===== config.mk =====
export PLATFORM = sky130hd
export DESIGN_NAME = muldiv_unit
export DESIGN_NICKNAME = d
export VERILOG_FILES = /design/src/rtl/muldiv_pkg.sv /design/src/rtl/muldiv_ctrl.sv /design/src/rtl/muldiv_mul_core.sv /design/src/rtl/muldiv_div_core.sv /design/src/rtl/muldiv_unit.sv
export SDC_FILE = /design/constraint.sdc
export NUM_CORES = 1
export LEC_CHECK = 0
export BUFFER_PORTS_ARGS = -buffer_cell sky130_fd_sc_hd__buf_4
export CAP_MARGIN = 40
export CORE_MARGIN = 4
export CORE_UTILIZATION = 50
export DETAILED_ROUTE_END_ITERATION = 8
export MAX_ROUTING_LAYER = met4
export PLACE_DENSITY = 0.73
export SLEW_MARGIN = 20
export SYNTH_ARGS = -nofsm -noshare
export SYNTH_HDL_FRONTEND = slang
export SYNTH_SLANG_ARGS = --single-unit

===== constraint.sdc =====
create_clock -name clk -period 2.6 [get_ports clk]
set_input_delay 0.39 -clock clk [delete_from_list [all_inputs] [get_ports clk]]
set_output_delay 0.39 -clock clk [all_outputs]
set_load 0.05 [all_outputs]

===== src/rtl/muldiv_pkg.sv =====
package muldiv_pkg;

    localparam int unsigned MD_W = 8;

    typedef enum logic {
        OP_MUL = 1'b0,
        OP_DIV = 1'b1
    } md_op_e;

    typedef enum logic [1:0] {
        ST_IDLE = 2'd0,
        ST_RUN  = 2'd1,
        ST_DONE = 2'd2
    } md_state_e;

    typedef struct packed {
        logic [MD_W-1:0] lo;
        logic [MD_W-1:0] hi;
        logic            cy;
        logic            ov;
    } md_result_t;

    function automatic md_result_t pack_result(input logic [MD_W-1:0] lo,
                                               input logic [MD_W-1:0] hi,
                                               input logic cy,
                                               input logic ov);
        md_result_t r;
        r.lo = lo;
        r.hi = hi;
        r.cy = cy;
        r.ov = ov;
        return r;
    endfunction

endpackage


===== src/rtl/muldiv_ctrl.sv =====
module muldiv_ctrl #(
    parameter int unsigned ITER = 8
) (
    input  logic clk,
    input  logic rst,
    input  logic start_i,
    input  logic div_zero_i,
    output logic accept_o,
    output logic load_o,
    output logic zero_exit_o,
    output logic step_o,
    output logic last_o,
    output logic busy_o,
    output logic done_o
);
    import muldiv_pkg::*;

    localparam int unsigned CW = (ITER > 1) ? $clog2(ITER) : 1;
    localparam logic [CW-1:0] LAST_CNT = CW'(ITER - 1);

    md_state_e     state_q, state_d;
    logic [CW-1:0] cnt_q, cnt_d;

    assign busy_o      = (state_q == ST_RUN);
    assign done_o      = (state_q == ST_DONE);
    assign accept_o    = start_i && !busy_o;
    assign zero_exit_o = accept_o && div_zero_i;
    assign load_o      = accept_o && !div_zero_i;
    assign step_o      = busy_o;
    assign last_o      = busy_o && (cnt_q == LAST_CNT);

    always_comb begin
        state_d = state_q;
        cnt_d   = cnt_q;
        unique case (state_q)
            ST_RUN: begin
                if (last_o) begin
                    state_d = ST_DONE;
                    cnt_d   = '0;
                end else begin
                    cnt_d = cnt_q + 1'b1;
                end
            end
            default: begin
                if (zero_exit_o) begin
                    state_d = ST_DONE;
                end else if (load_o) begin
                    state_d = ST_RUN;
                    cnt_d   = '0;
                end else begin
                    state_d = ST_IDLE;
                end
            end
        endcase
    end

    always_ff @(posedge clk) begin
        if (rst) begin
            state_q <= ST_IDLE;
            cnt_q   <= '0;
        end else begin
            state_q <= state_d;
            cnt_q   <= cnt_d;
        end
    end

    // completion and iteration are exclusive
    p_busy_done_excl_r9: assert property (@(posedge clk) disable iff (rst)
        !(busy_o && done_o));

    // done is a single pulse without a new accepted request
    p_done_pulse_r9: assert property (@(posedge clk) disable iff (rst)
        done_o && !start_i |=> !done_o);

    // a running operation stays busy until its final iteration
    p_hold_busy_r7: assert property (@(posedge clk) disable iff (rst)
        busy_o && !last_o |=> busy_o);

    // the final iteration is followed by the done cycle
    p_last_done_r6: assert property (@(posedge clk) disable iff (rst)
        last_o |=> done_o && !busy_o);

    // a zero divisor goes straight to completion
    p_zero_exit_r5: assert property (@(posedge clk) disable iff (rst)
        zero_exit_o |=> done_o && !busy_o);

endmodule


===== src/rtl/muldiv_mul_core.sv =====
module muldiv_mul_core #(
    parameter int unsigned W = 8
) (
    input  logic         clk,
    input  logic         rst,
    input  logic         load_i,
    input  logic         step_i,
    input  logic [W-1:0] mcand_i,
    input  logic [W-1:0] mplier_i,
    output logic [W-1:0] nxt_hi_o,
    output logic [W-1:0] nxt_lo_o
);
    logic [W-1:0] hi_q, lo_q, mcand_q;
    logic [W:0]   sum;

    // add the multiplicand when the current multiplier bit is set
    assign sum      = {1'b0, hi_q} + (lo_q[0] ? {1'b0, mcand_q} : '0);
    assign nxt_hi_o = sum[W:1];
    assign nxt_lo_o = {sum[0], lo_q[W-1:1]};

    always_ff @(posedge clk) begin
        if (rst) begin
            hi_q    <= '0;
            lo_q    <= '0;
            mcand_q <= '0;
        end else if (load_i) begin
            hi_q    <= '0;
            lo_q    <= mplier_i;
            mcand_q <= mcand_i;
        end else if (step_i) begin
            hi_q    <= nxt_hi_o;
            lo_q    <= nxt_lo_o;
        end
    end

    // the partial-product high half never exceeds the multiplicand
    p_partial_bound_r1: assert property (@(posedge clk) disable iff (rst)
        hi_q <= mcand_q);

endmodule


===== src/rtl/muldiv_div_core.sv =====
module muldiv_div_core #(
    parameter int unsigned W = 8
) (
    input  logic         clk,
    input  logic         rst,
    input  logic         load_i,
    input  logic         step_i,
    input  logic [W-1:0] dvd_i,
    input  logic [W-1:0] dvs_i,
    output logic [W-1:0] nxt_quo_o,
    output logic [W-1:0] nxt_rem_o
);
    logic [W-1:0] rem_q, quo_q, dvs_q;
    logic         loaded_q;
    logic [W:0]   trial;
    logic [W-1:0] sub_lo;
    logic         fits;

    // shift the next dividend bit into the partial remainder, then trial subtract
    assign trial     = {rem_q, quo_q[W-1]};
    assign fits      = (trial >= {1'b0, dvs_q});
    assign sub_lo    = trial[W-1:0] - dvs_q;
    assign nxt_rem_o = fits ? sub_lo : trial[W-1:0];
    assign nxt_quo_o = {quo_q[W-2:0], fits};

    always_ff @(posedge clk) begin
        if (rst) begin
            rem_q    <= '0;
            quo_q    <= '0;
            dvs_q    <= '0;
            loaded_q <= 1'b0;
        end else if (load_i) begin
            rem_q    <= '0;
            quo_q    <= dvd_i;
            dvs_q    <= dvs_i;
            loaded_q <= 1'b1;
        end else if (step_i) begin
            rem_q    <= nxt_rem_o;
            quo_q    <= nxt_quo_o;
        end
    end

    // the partial remainder always stays below the divisor
    p_rem_bound_r3: assert property (@(posedge clk) disable iff (rst)
        loaded_q |-> rem_q < dvs_q);

endmodule


===== src/rtl/muldiv_unit.sv =====
module muldiv_unit #(
    parameter int unsigned W = muldiv_pkg::MD_W
) (
    input  logic         clk,
    input  logic         rst,
    input  logic         start_i,
    input  logic         op_i,
    input  logic [W-1:0] a_i,
    input  logic [W-1:0] b_i,
    output logic         busy_o,
    output logic         done_o,
    output logic [W-1:0] a_o,
    output logic [W-1:0] b_o,
    output logic         cy_o,
    output logic         ov_o
);
    import muldiv_pkg::*;

    localparam int unsigned ITER = W;

    md_op_e       op_q;
    logic         div_zero, accept, load, zero_exit, step, last;
    logic [W-1:0] mul_hi, mul_lo, div_quo, div_rem;
    logic [W-1:0] res_lo_q, res_hi_q;
    logic         res_cy_q, res_ov_q;

    assign div_zero = (md_op_e'(op_i) == OP_DIV) && (b_i == '0);

    muldiv_ctrl #(.ITER(ITER)) u_ctrl (
        .clk        (clk),
        .rst        (rst),
        .start_i    (start_i),
        .div_zero_i (div_zero),
        .accept_o   (accept),
        .load_o     (load),
        .zero_exit_o(zero_exit),
        .step_o     (step),
        .last_o     (last),
        .busy_o     (busy_o),
        .done_o     (done_o)
    );

    muldiv_mul_core #(.W(W)) u_mul (
        .clk      (clk),
        .rst      (rst),
        .load_i   (load && (md_op_e'(op_i) == OP_MUL)),
        .step_i   (step && (op_q == OP_MUL)),
        .mcand_i  (a_i),
        .mplier_i (b_i),
        .nxt_hi_o (mul_hi),
        .nxt_lo_o (mul_lo)
    );

    muldiv_div_core #(.W(W)) u_div (
        .clk      (clk),
        .rst      (rst),
        .load_i   (load && (md_op_e'(op_i) == OP_DIV)),
        .step_i   (step && (op_q == OP_DIV)),
        .dvd_i    (a_i),
        .dvs_i    (b_i),
        .nxt_quo_o(div_quo),
        .nxt_rem_o(div_rem)
    );

    md_result_t res_d;

    always_comb begin
        res_d = pack_result(res_lo_q, res_hi_q, res_cy_q, res_ov_q);
        if (zero_exit) begin
            res_d = pack_result(a_i, b_i, 1'b0, 1'b1);
        end else if (last) begin
            if (op_q == OP_MUL) begin
                res_d = pack_result(mul_lo, mul_hi, 1'b0, (mul_hi != '0));
            end else begin
                res_d = pack_result(div_quo, div_rem, 1'b0, 1'b0);
            end
        end
    end

    always_ff @(posedge clk) begin
        if (rst) begin
            op_q     <= OP_MUL;
            res_lo_q <= '0;
            res_hi_q <= '0;
            res_cy_q <= 1'b0;
            res_ov_q <= 1'b0;
        end else begin
            if (accept) begin
                op_q <= md_op_e'(op_i);
            end
            res_lo_q <= res_d.lo;
            res_hi_q <= res_d.hi;
            res_cy_q <= res_d.cy;
            res_ov_q <= res_d.ov;
        end
    end

    assign a_o  = res_lo_q;
    assign b_o  = res_hi_q;
    assign cy_o = res_cy_q;
    assign ov_o = res_ov_q;

    // carry is clear whenever a result is presented
    p_carry_clear_r4: assert property (@(posedge clk) disable iff (rst)
        done_o |-> !cy_o);

    // results do not move while iterating
    p_result_stable_r7: assert property (@(posedge clk) disable iff (rst)
        busy_o && !last |=> $stable(a_o) && $stable(b_o));

    // a zero-divisor exit passes both operands through untouched
    p_zero_passthru_r5: assert property (@(posedge clk) disable iff (rst)
        zero_exit |=> ov_o && a_o == $past(a_i) && b_o == $past(b_i));

endmodule


==> results of run 1 <==
[registers in the layout, summed over array words and instances (netlist names), 3 cells and up]
| name | cells |
|---|---|
| u_div.dvs_q | 8 |
| u_mul.hi_q | 8 |
| b_o | 8 |
| u_mul.mcand_q | 8 |
| a_o | 8 |
| u_mul.lo_q | 8 |
| u_div.quo_q | 8 |
| u_div.rem_q | 8 |
| u_ctrl.cnt_q | 3 |
[layout by cell type, fill, tap and decap left out, types with 11 or more instances in the layout]
master,n
nand2_1,75
nor2_1,41
ha_1,18
buf_4,50
a211oi_1,18
a311oi_1,11
a21oi_1,43
dfxtp_1,71
inv_1,12
[worst max-delay path by stage]
stage / cells past startpoint / from / to / slack [ns]
floorplan: 10 / u_mul.lo_q[0]$_SDFFE_PP0P_ / ov_o$_SDFFE_PP0P_ / 0.24
global placement: 10 / u_mul.mcand_q[0]$_SDFFE_PP0P_ / ov_o$_SDFFE_PP0P_ / 0.22
detailed placement: 10 / u_mul.mcand_q[0]$_SDFFE_PP0P_ / ov_o$_SDFFE_PP0P_ / 0.16
CTS: 10 / u_mul.mcand_q[0]$_SDFFE_PP0P_ / ov_o$_SDFFE_PP0P_ / 0.15
global route: 10 / u_mul.mcand_q[0]$_SDFFE_PP0P_ / ov_o$_SDFFE_PP0P_ / 0.006
finish: 10 / u_mul.mcand_q[0]$_SDFFE_PP0P_ / ov_o$_SDFFE_PP0P_ / 0.14
[critical path: cells and delay by family, from the launching register on]
family                     cells  cell delay [ns]
and+or+nand+nor                3             0.55
AOI/OAI and AO/OA              4             0.95
adders and majority gates      2             0.44
buffers and inverters          1             0.07
DFF                            1             0.31
[per-layer routing]
metal,share of wire,routed length (um),vias to the layer above,track usage
li1,-,-,1746,-
met1,0.46,4740,1711,0.327
met2,0.46,4730,130,0.389
met3,0.056,575,21,0.0375
met4,0.024,242,0,0.0974
met5,0,0,-,-
[final cells by class]
class / count / share of cell area
flip-flops and latches: 71 / 0.325
clock buffers: 9 / 0.0283
well taps: 99 / 0.0283
clock inverters: 7 / 0.0220
multi-input cells: 353 / 0.498
inverters: 14 / 0.0120
repair buffers: 50 / 0.0859
[power groups by stage]
stage                     clock [mW]  sequential, mW  combinational (mW)
final                          0.992            1.16               0.427
after global routing            1.06            1.16               0.470
after floorplan                    0            1.17               0.299
after global placement             0            1.18               0.413
after detailed placement           0            1.18               0.417
after CTS                      0.997            1.16               0.421
[logic make-up (layout without fill, tap and decap cells)]
kind of cell,after synthesis,count (layout),share of synthesized area
simple gates,173,173,0.214
compound gates,144,144,0.256
flops,71,71,0.378
buf+inv,39,80,0.0420
fa+ha+maj,20,20,0.0706
mux,9,9,0.0240
xor+xnor,6,6,0.0140
other cells,1,1,0.000998
[stage by stage]
step	power, mW	cells	util
after global placement	1.59	587	0.569
after CTS	2.57	603	0.600
after global routing	2.69	603	0.600
final	2.58	603	0.600
after detailed placement	1.60	587	0.569
after floorplan	1.47	463	-
==> impl_metrics.json, run 1 <==
{
  "seqPwrFrac": 0.449,
  "route.detailed.drc": 0,
  "setup_violations": 0,
  "syn_area_per_cell_um2": 8.12,
  "outcome": "finished, final reports clean",
  "synth_area_leaders": "dfxtp_1, nand2_1, ha_1",
  "antenna_left": 0,
  "synth_enable_flop_cells": 0,
  "fmax_ghz": 0.407,
  "synth.largest_area_cell": "dfxtp_1",
  "hold_ws_ns": 0.304,
  "power_frac_clock": 0.385,
  "leakage_nw": 1.72,
  "fp.dieArea_um2": 8970,
  "fin_skew_ns": 0.00920,
  "ys_warn_count": 0,
  "yosysMostFrequentCell": "nand2_1",
  "wl_per_cell_um": 17.1,
  "regToRegSetupSlack_ns": 0.14,
  "required_ns": 2.82,
  "cts_tree": "done",
  "synth-seq-cells": 71,
  "grt_pass1_vias": 3424,
  "maxCapViolations": 0,
  "finalCriticalPeriod_ns": 2.46,
  "drive_gt1_frac": 0.157,
  "ioPinCount": 40,
  "num_vias": 3608,
  "synth_top_flop_cell": "dfxtp_1",
  "dp_hpwl_mm": 7.69,
  "synth_top_area_share": 0.378,
  "hold_class": "input pin to register",
  "drv_slew": 0,
  "p_sw_uw": 744,
  "worstPathArrival_ns": 2.68,
  "slew_headroom": 0.589,
  "rsz0062_at_grt": "false",
  "fin_nets": 539,
  "path_class": "register to register",
  "holdBufCountCts": 0,
  "clkSlewWorstSetupHoldPaths_ns": 0.08,
  "worstSetupEndpointType": "register",
  "drtIter0Drc": 259,
  "rows": 31,
  "placed_area_um2": 4150,
  "register_area_um2": 1420,
  "setup_slack_ns": 0.145,
  "min-delay-start": "a_i[7]",
  "cts-htree-levels": 3,
  "period_share": 0.944,
  "area_growth_pct": 16.4,
  "swShare": 0.289,
  "setup_tns_ns": 0,
  "power.internal_mw": 1.83,
  "ys_seq_area_frac": 0.378,
  "drt_first_pass_iters": 4,
  "place_ws_ns": 0.159,
  "multiInputGateArea_um2": 2180,
  "syn-instance-count": 463,
  "crit_chain": "and2_1, ha_1, inv_1, fa_1, nor2b_4, o31a_1, o21a_1, or3_4, a2111oi_2, a31oi_1",
  "rr_worst_depth": 10,
  "clk_path_buf_depth": 2,
  "wirelength_mm": 10.3,
  "powerDensity_nw_per_um2": 589,
  "min_to": "u_mul.mcand_q[7]$_SDFFE_PP0P_",
  "ys_types": 62,
  "worst_slew_pin_slew_ns": 0.614,
  "post_cts_buffers": 0,
  "fp.dieH_um": 94.7,
  "syn_area_um2": 3760,
  "fp.dieW_um": 94.7,
  "hold_viol_final": 0,
  "final_area_um2": 4370,
  "antenna_found_initial": 0,
  "ir_drop_uv": 330,
  "antenna_cells": 0,
  "synthArstFlopShare": 0,
  "core_area_um2": 7290,
  "grt_usage": 0.250,
  "n_fill_cell": 674,
  "crit_fanout": 3,
  "cts.repair.resized": 0,
  "via_per_inst": 5.98,
  "cts_buffers": 9,
  "start_util": 0.515,
  "grt_max_degree": 32,
  "slowest_stage": "a2111oi_2",
  "grt_pass1_wl_mm": 16.9,
  "grt_overflow": 0,
  "synthTopCellsByCount": "nand2_1, dfxtp_1, a21oi_1",
  "cts_root_buf": "clkbuf_8",
  "critPathMaxStageDelay_ns": 0.35,
  "combPwrFrac": 0.166,
  "rr_startpoint": "u_mul.mcand_q[0]$_SDFFE_PP0P_",
  "synth_nets": 503,
  "hold_depth": 3,
  "portBuffers": 38,
  "rr_endpoint": "ov_o$_SDFFE_PP0P_",
  "startpoint_type": "register",
  "place.gp.congestion": 0.917,
  "cts.sinks": 71,
  "clock_latency_ns": 0.35
}
Power figures use the tool's default switching activity.
==> inputs of run 2 (changes only) <==
--- a/config.mk
+++ b/config.mk
@@ -5,7 +5,7 @@
 export SDC_FILE = /design/constraint.sdc
 export NUM_CORES = 1
 export LEC_CHECK = 0
-export BUFFER_PORTS_ARGS = -buffer_cell sky130_fd_sc_hd__buf_4
+export BUFFER_PORTS_ARGS = -buffer_cell sky130_fd_sc_hd__buf_2
 export CAP_MARGIN = 40
 export CORE_MARGIN = 4
 export CORE_UTILIZATION = 50
==> run 2 against run 1 <==
Die area did not move. Critical endpoint unchanged. Worst setup slack got worse by 0.0025 ns. Final area decreased by 2.9%. Sequential share of layout area grew 0.98 points. Cell count decreased by 0.50%. Highest routed layer unchanged. Sequential power barely moved. Core utilization decreased by 1.8 points. Clock power shrank 5.7%. Power decreased by 2.6%. Via count is 0.14% lower. Flip-flop and latch count is the same.
==> impl_metrics.json, run 2 (synthesis gave the netlist of run 1 again) <==
{
  "outcome": "finished, final reports clean",
  "cts.sinks": 71,
  "register_area_um2": 1420,
  "finalCriticalPeriod_ns": 2.46,
  "setup_violations": 0,
  "grt_pass1_wl_mm": 16.5,
  "worstSetupEndpointType": "register",
  "mostFrequentLayoutCell": "nand2_1",
  "post_cts_buffers": 0,
  "ioPinCount": 40,
  "regToRegSetupSlack_ns": 0.14,
  "wl_per_cell_um": 16.8,
  "swShare": 0.300,
  "n_fill_cell": 682,
  "power.internal_mw": 1.76,
  "seqPwrFrac": 0.461,
  "clock_latency_ns": 0.36,
  "power_frac_clock": 0.373,
  "grt_overflow": 0,
  "leakage_nw": 1.68,
  "fp.dieH_um": 94.7,
  "hold_viol_final": 0,
  "core_area_um2": 7290,
  "antenna_found_initial": 0,
  "holdBufCountCts": 0,
  "ir_drop_uv": 381,
  "clk_path_buf_depth": 2,
  "route.detailed.drc": 0,
  "via_per_inst": 6.01,
  "cts.repair.resized": 0,
  "rr_worst_depth": 10,
  "layout_common_cells": "nand2_1, dfxtp_1, a21oi_1",
  "crit_fanout": 4,
  "startpoint_type": "register",
  "required_ns": 2.83,
  "wirelength_mm": 10.1,
  "drv_slew": 0,
  "start_util": 0.515,
  "hold_ws_ns": 0.296,
  "crit_chain": "and2_1, ha_1, inv_1, fa_1, nor2b_4, o31a_1, o21a_1, or3_4, a2111oi_2, a31oi_1",
  "maxCapViolations": 0,
  "cts_root_buf": "clkbuf_8",
  "slowest_stage": "a2111oi_2",
  "slew_headroom": 0.548,
  "grt_usage": 0.244,
  "multiInputGateArea_um2": 2180,
  "worst_slew_pin_slew_ns": 0.677,
  "fin_skew_ns": 0.0109,
  "rr_endpoint": "ov_o$_SDFFE_PP0P_",
  "antenna_left": 0,
  "setup_tns_ns": 0,
  "cts_buffers": 9,
  "portBuffers": 38,
  "rsz0062_at_grt": "false",
  "period_share": 0.945,
  "hold_depth": 3,
  "min-delay-start": "a_i[6]",
  "antenna_cells": 0,
  "fin_nets": 536,
  "rows": 31,
  "place.gp.congestion": 0.924,
  "drtIter0Drc": 296,
  "fp.dieW_um": 94.7,
  "area_growth_pct": 13.0,
  "path_class": "register to register",
  "cts-htree-levels": 3,
  "cts_tree": "done",
  "min_to": "u_mul.mcand_q[6]$_SDFFE_PP0P_",
  "num_vias": 3603,
  "drt_first_pass_iters": 5,
  "powerDensity_nw_per_um2": 591,
  "fp.dieArea_um2": 8970,
  "grt_max_degree": 31,
  "dp_hpwl_mm": 7.55,
  "worstPathArrival_ns": 2.69,
  "rr_startpoint": "u_mul.lo_q[0]$_SDFFE_PP0P_",
  "drive_gt1_frac": 0.152,
  "p_sw_uw": 752,
  "clkSlewWorstSetupHoldPaths_ns": 0.08,
  "fmax_ghz": 0.407,
  "grt_pass1_vias": 3320,
  "hold_class": "input pin to register",
  "combPwrFrac": 0.167,
  "critPathMaxStageDelay_ns": 0.36
}
==> run 2: changes by cell type in the layout (fill, tap and decap cells not counted), sizes merged <==
| cell | previous run | this run |
|---|---|---|
| clkbuf | 9 | 10 |
| clkinvlp | 0 | 1 |
| buf | 50 | 47 |
| inv | 15 | 18 |
| bufinv | 2 | 1 |
| clkinv | 4 | 0 |
==> run 2: worst max path at each step <==
stage                                             start           endpoint  slack [ns]  depth (start not counted)
after floorplan              u_mul.lo_q[0]$_SDFFE_PP0P_  ov_o$_SDFFE_PP0P_        0.24                         10
final                        u_mul.lo_q[0]$_SDFFE_PP0P_  ov_o$_SDFFE_PP0P_        0.14                         10
after detailed placement     u_mul.lo_q[0]$_SDFFE_PP0P_  ov_o$_SDFFE_PP0P_        0.16                         10
after global routing      u_mul.mcand_q[0]$_SDFFE_PP0P_  ov_o$_SDFFE_PP0P_        0.03                         10
after CTS                    u_mul.lo_q[0]$_SDFFE_PP0P_  ov_o$_SDFFE_PP0P_        0.14                         10
after global placement       u_mul.lo_q[0]$_SDFFE_PP0P_  ov_o$_SDFFE_PP0P_        0.21                         10
==> run 2: cell type report <==
| cell class | instances | area share |
|---|---|---|
| inverters | 14 | 0.0124 |
| well taps | 99 | 0.0292 |
| multi-input cells | 353 | 0.513 |
| clock buffers | 10 | 0.0324 |
| clock inverters | 6 | 0.0171 |
| flip-flops and latches | 71 | 0.335 |
| repair buffers | 47 | 0.0607 |
==> run 2: power by group through the flow <==
stage / Sequential (mW) / Combinational [mW] / Clock, mW
after global placement: 1.18 / 0.403 / 0
after CTS: 1.15 / 0.411 / 0.946
final: 1.16 / 0.418 / 0.935
after detailed placement: 1.18 / 0.409 / 0
after floorplan: 1.17 / 0.299 / 0
after global routing: 1.16 / 0.455 / 1.00
==> run 2: stage by stage <==
step                      cells  worst slack (ns)  cell area [um2]   util  power (mW)
after floorplan             463             0.245             3760      -        1.47
after global placement      584             0.210             4030  0.553        1.58
after detailed placement    584             0.157             4030  0.553        1.59
after CTS                   600             0.141             4240  0.582        2.51
after global routing        600            0.0316             4240  0.582        2.62
final                       600             0.142             4240  0.582        2.51
==> run 2: critical path: cells and delay by family (launching register included) <==
family / cells / cell delay [ns]
simple gates: 3 / 0.53
compound gates: 4 / 0.96
buf+inv: 1 / 0.08
flops: 1 / 0.33
fa+ha+maj: 2 / 0.46
==> run 2: routing by layer <==
metal  track usage  wire length (um)  vias up
li1              -                 -     1742
met4         0.101               260        0
met1         0.323              4750     1688
met3        0.0470               654       23
met5             -                 0        -
met2         0.364              4390      150
